<file path="src/rtl/pio_pkg.sv">
package pio_pkg;
  typedef enum logic [1:0] {
    PM_IN     = 2'b00,
    PM_PUSH   = 2'b01,
    PM_ODRAIN = 2'b10,
    PM_QUASI  = 2'b11
  } pin_mode_e;

  localparam int unsigned OFF_MODE = 'h00;
  localparam int unsigned OFF_CUT  = 'h04;
  localparam int unsigned OFF_DATA = 'h08;
  localparam int unsigned OFF_MASK = 'h0C;
  localparam int unsigned OFF_PINS = 'h10;
  localparam int unsigned CUT_LSB  = 16;

  typedef struct packed {
    logic oe;
    logic out;
    logic pu;
  } pad_ctl_t;

  function automatic pad_ctl_t pad_ctl(input pin_mode_e m, input logic d);
    pad_ctl_t c;
    c = '0;
    unique case (m)
      PM_IN:     c = '0;
      PM_PUSH:   begin c.oe = 1'b1; c.out = d; end
      PM_ODRAIN: c.oe = ~d;
      PM_QUASI:  begin c.oe = ~d; c.pu = d; end
      default:   c = '0;
    endcase
    return c;
  endfunction
endpackage

</file>
<file path="src/rtl/pio_regs.sv">
module pio_regs
  import pio_pkg::*;
#(
  parameter int NPIN   = 8,
  parameter int ADDR_W = 8,
  parameter int DW     = 32
) (
  input  logic              clk,
  input  logic              rst_n,
  input  logic [ADDR_W-1:0] bus_addr,
  input  logic              bus_we,
  input  logic [DW-1:0]     bus_wdata,
  output logic [2*NPIN-1:0] mode_q,
  output logic [NPIN-1:0]   cut_q,
  output logic [NPIN-1:0]   data_q,
  output logic [NPIN-1:0]   mask_q
);
  localparam int MODE_W = 2 * NPIN;
  localparam int USED_W = CUT_LSB + NPIN;

  logic wr_mode, wr_cut, wr_data, wr_mask;
  logic unused_wdata;

  assign wr_mode = bus_we && (bus_addr == ADDR_W'(OFF_MODE));
  assign wr_cut  = bus_we && (bus_addr == ADDR_W'(OFF_CUT));
  assign wr_data = bus_we && (bus_addr == ADDR_W'(OFF_DATA));
  assign wr_mask = bus_we && (bus_addr == ADDR_W'(OFF_MASK));
  assign unused_wdata = ^bus_wdata[DW-1:USED_W];

  always_ff @(posedge clk or negedge rst_n) begin
    if (!rst_n) begin
      mode_q <= '0;
      cut_q  <= '0;
      data_q <= '0;
      mask_q <= '0;
    end else begin
      if (wr_mode) mode_q <= bus_wdata[MODE_W-1:0];
      if (wr_cut)  cut_q  <= bus_wdata[CUT_LSB +: NPIN];
      if (wr_mask) mask_q <= bus_wdata[NPIN-1:0];
      if (wr_data) data_q <= (data_q & mask_q) | (bus_wdata[NPIN-1:0] & ~mask_q);
    end
  end
endmodule

</file>
<file path="src/rtl/pio_pad_drive.sv">
module pio_pad_drive
  import pio_pkg::*;
#(
  parameter int NPIN = 8
) (
  input  logic [2*NPIN-1:0] mode_q,
  input  logic [NPIN-1:0]   data_q,
  output logic [NPIN-1:0]   pad_oe,
  output logic [NPIN-1:0]   pad_out,
  output logic [NPIN-1:0]   pad_pullup
);
  for (genvar i = 0; i < NPIN; i++) begin : g_pin
    pad_ctl_t ctl;
    assign ctl           = pad_ctl(pin_mode_e'(mode_q[2*i +: 2]), data_q[i]);
    assign pad_oe[i]     = ctl.oe;
    assign pad_out[i]    = ctl.out;
    assign pad_pullup[i] = ctl.pu;
  end
endmodule

</file>
<file path="src/rtl/pio_rd_mux.sv">
module pio_rd_mux
  import pio_pkg::*;
#(
  parameter int NPIN   = 8,
  parameter int ADDR_W = 8,
  parameter int DW     = 32
) (
  input  logic [ADDR_W-1:0] bus_addr,
  input  logic [2*NPIN-1:0] mode_q,
  input  logic [NPIN-1:0]   cut_q,
  input  logic [NPIN-1:0]   data_q,
  input  logic [NPIN-1:0]   mask_q,
  input  logic [NPIN-1:0]   pad_in,
  output logic [DW-1:0]     bus_rdata
);
  logic [NPIN-1:0] pin_lvl;

  assign pin_lvl = pad_in & ~cut_q;

  always_comb begin
    bus_rdata = '0;
    if (bus_addr == ADDR_W'(OFF_MODE))      bus_rdata[2*NPIN-1:0]      = mode_q;
    else if (bus_addr == ADDR_W'(OFF_CUT))  bus_rdata[CUT_LSB +: NPIN] = cut_q;
    else if (bus_addr == ADDR_W'(OFF_DATA)) bus_rdata[NPIN-1:0]        = data_q;
    else if (bus_addr == ADDR_W'(OFF_MASK)) bus_rdata[NPIN-1:0]        = mask_q;
    else if (bus_addr == ADDR_W'(OFF_PINS)) bus_rdata[NPIN-1:0]        = pin_lvl;
  end
endmodule

</file>
<file path="src/rtl/pio_bank.sv">
module pio_bank #(
  parameter int NPIN   = 8,
  parameter int ADDR_W = 8,
  parameter int DW     = 32
) (
  input  logic              clk,
  input  logic              rst_n,
  input  logic [ADDR_W-1:0] bus_addr,
  input  logic              bus_we,
  input  logic [DW-1:0]     bus_wdata,
  output logic [DW-1:0]     bus_rdata,
  input  logic [NPIN-1:0]   pad_in,
  output logic [NPIN-1:0]   pad_oe,
  output logic [NPIN-1:0]   pad_out,
  output logic [NPIN-1:0]   pad_pullup
);
  logic [2*NPIN-1:0] mode_q;
  logic [NPIN-1:0]   cut_q;
  logic [NPIN-1:0]   data_q;
  logic [NPIN-1:0]   mask_q;

  pio_regs #(.NPIN(NPIN), .ADDR_W(ADDR_W), .DW(DW)) u_regs (
    .clk       (clk),
    .rst_n     (rst_n),
    .bus_addr  (bus_addr),
    .bus_we    (bus_we),
    .bus_wdata (bus_wdata),
    .mode_q    (mode_q),
    .cut_q     (cut_q),
    .data_q    (data_q),
    .mask_q    (mask_q)
  );

  pio_pad_drive #(.NPIN(NPIN)) u_drive (
    .mode_q     (mode_q),
    .data_q     (data_q),
    .pad_oe     (pad_oe),
    .pad_out    (pad_out),
    .pad_pullup (pad_pullup)
  );

  pio_rd_mux #(.NPIN(NPIN), .ADDR_W(ADDR_W), .DW(DW)) u_rd (
    .bus_addr  (bus_addr),
    .mode_q    (mode_q),
    .cut_q     (cut_q),
    .data_q    (data_q),
    .mask_q    (mask_q),
    .pad_in    (pad_in),
    .bus_rdata (bus_rdata)
  );
endmodule

</file>
<file path="config.mk">
export PLATFORM = sky130hd
export DESIGN_NAME = pio_bank
export DESIGN_NICKNAME = d
export VERILOG_FILES = /design/src/rtl/pio_pkg.sv /design/src/rtl/pio_regs.sv /design/src/rtl/pio_pad_drive.sv /design/src/rtl/pio_rd_mux.sv /design/src/rtl/pio_bank.sv
export SDC_FILE = /design/constraint.sdc
export NUM_CORES = 1
export LEC_CHECK = 0
export BUFFER_PORTS_ARGS = -buffer_cell sky130_fd_sc_hd__buf_2
export CAP_MARGIN = 0
export CORE_MARGIN = 4
export CORE_UTILIZATION = 35
export CTS_CLUSTER_SIZE = 12
export DETAILED_ROUTE_END_ITERATION = 16
export SETUP_SLACK_MARGIN = 0.02
export SYNTH_ARGS = -nofsm -noshare
export SYNTH_HDL_FRONTEND = slang
export SYNTH_HIERARCHICAL = 1
export SYNTH_SLANG_ARGS = --single-unit
</file>
<file path="constraint.sdc">
create_clock -name clk -period 2.1 [get_ports clk]
set_input_delay 0.315 -clock clk [delete_from_list [all_inputs] [get_ports clk]]
set_output_delay 0.315 -clock clk [all_outputs]
set_load 0.01 [all_outputs]
</file>
==> impl_metrics.ini <==
[synthesis]
ys_seq_area_frac = 0.421
synth.cell_area_um2 = 2380
synth_edf_count = 0
async_reset_ff_frac = 1.00
synth_cell_types = 35
avgSynthCellArea_um2 = 11.0
synth_common_cells = 40 x dfrtp_1, 30 x mux2_2, 16 x and3_1
synth_top_area_cell = dfrtp_1
synthFlopType = dfrtp_1
netlist.area_leader.share = 0.421
synthTopCellsByArea = dfrtp_1 42%, mux2_2 14%, mux2_4 6.3%
synth_seq_cells = 40
yosysMostFrequentCell = dfrtp_1
synth_cells = 216
ys.warnings.count = 6

[sta]
finalSetupTns_ns = 0
finalSetupViolations = 0
rsz0062_at_grt = false
clock-skew-final_ns = 0.00145
max_freq_ghz = 0.500
period_share = 0.953
slew_viol_final = 0
fin_ws_ns = 0.0986
holdWs_ns = 0.0765
maxSlewHeadroom = 0.655
min_period_ns = 2.00
worstMarginPinSlew_ns = 0.517
hold_violations = 0

[layout]
fin_util = 0.471
syn_to_final_growth_pct = 28.1
insertedDiodeCount = 0
drive_gt1_frac = 0.498
nNetsFinal = 372

[routing]
first_iter_violations = 34
vias = 2005
highest_layer = met4
dr_wl_met3_um = 449
wl_met1_um = 2640
wl_per_cell_um = 15.4
routed_wl_um = 6140
viasPerCell = 5.04
ant_nets = 0
drc = 0
wl_met2_um = 2990
first_pass_iters = 4

[worst_setup_path]
crit_slowest_cell = nor4_1
critPathMaxStageDelay_ns = 0.28
arrival_ns = 1.69
cp_num_buf_inv = 4
worstSetupPathType = in -> out
crit_cells = 8
cp_top_family = buffers and inverters
cp-start-kind = primary input
path_max_fanout = 4
reg2reg_slack_ns = 0.88
cp-startpoint = bus_addr[7]
path_cells = buf_2, nor4_1, buf_4, and2_1, buf_4, a22oi_1, o21ai_0, buf_2
cp-end-kind = output pin
r2r-start = u_regs/mask_q[4]
cp.required_ns = 1.78
reg2regPathDepth = 2

[clock_tree]
cts_tree = done
cts_resized = 0
cts_setup_buffers = 0
cts_buffer_depth = 2
clkLatencyLatePin_ns = 0.29
cts_hold_buf = 0
path_clk_slew_ns = 0.07
cts.sinks = 40
h-tree-depth = 2
cts_inserted_buffers = 5
cts_root_buffer = clkbuf_8

[power]
p_leak_nw = 1.68
powerDensity_nw_per_um2 = 501
finalPower_w = 0.00153
peakVddDrop_uv = 244

[place]
io_buffers = 90
post-place-ws_ns = 0.0854
place_congestion = 0.825
dp_hpwl_um = 4790

[global_route]
antenna_found_initial = 0
overflow = 0
grt_usage = 0.149
first_global_vias = 1959
grt_max_degree = 41
grt_pass1_wl_um = 9810

[floorplanning]
die_h_um = 90.4
pin_count = 107
die-area_um2 = 8170
core_area_um2 = 6460
die-width_um = 90.4
start_util = 0.368
rows = 29

[min_path]
hp-class = in -> async

[run_status]
status = finished clean

[run]
drv_cap = 0
-- placed cells by master (no fill, tap or decap), types with 2 or more instances in the layout --
cell type	instances
or3_1	2
mux2i_1	8
clkbuf_8	5
conb_1	8
a32oi_1	7
nor2b_1	9
nor2_1	10
nand2_1	9
nand4_1	2
a22oi_1	7
nor4_1	10
o21ai_0	5
buf_4	18
dfrtp_1	40
buf_2	90
mux2_2	30
o21ai_1	3
mux2_4	10
and3_1	16
and2b_2	2
and2_1	10
inv_1	8
-- per-layer routing --
layer / track usage / vias up
met3: 0.0442 / 4
met4: 0.0383 / 0
li1: - / 974
met2: 0.253 / 73
met5: 0 / -
met1: 0.184 / 954
-- through the flow --
step                      area [µm²]  std cells
after global placement          2970        391
after CTS                       3040        398
final                           3040        398
after global routing            3040        398
after detailed placement        2970        391
after floorplan                 2400        223
-- power breakdown --
group          switching (W)  total [W]  internal (W)  leakage (nW)
registers          0.0000396   0.000846      0.000807         0.551
clock network       0.000258   0.000484      0.000226        0.0410
logic              0.0000968   0.000196     0.0000993          1.09
total               0.000394    0.00153       0.00113          1.68
-- cells by family (layout without fill, tap and decap cells) --
| logic type | after synthesis | in the layout | synth area share |
|---|---|---|---|
| mux | 48 | 48 | 0.239 |
| other cells | 1 | 8 | 0.00158 |
| flops | 40 | 40 | 0.421 |
| compound gates | 24 | 24 | 0.0727 |
| simple gates | 77 | 77 | 0.194 |
| buf+inv | 26 | 124 | 0.0711 |
-- area by class of cell --
class                   instances  area, µm²
well taps                      77       96.3
clock buffers                   6       72.6
fillers                       638       3410
repair buffers                109        606
multi-input cells             157       1230
clock inverters                 1       5.00
flip-flops and latches         40       1000
inverters                       8       30.0
-- final timing paths --
check | to
max in group asynchronous | u_regs/cut_q[6]
min in group clk | u_regs/cut_q[1]
min | u_regs/mode_q[13]
max | bus_rdata[6]
min reg2reg | u_regs/cut_q[7]
max reg2reg | register
Note: power is estimated with default switching activity, not from simulation.
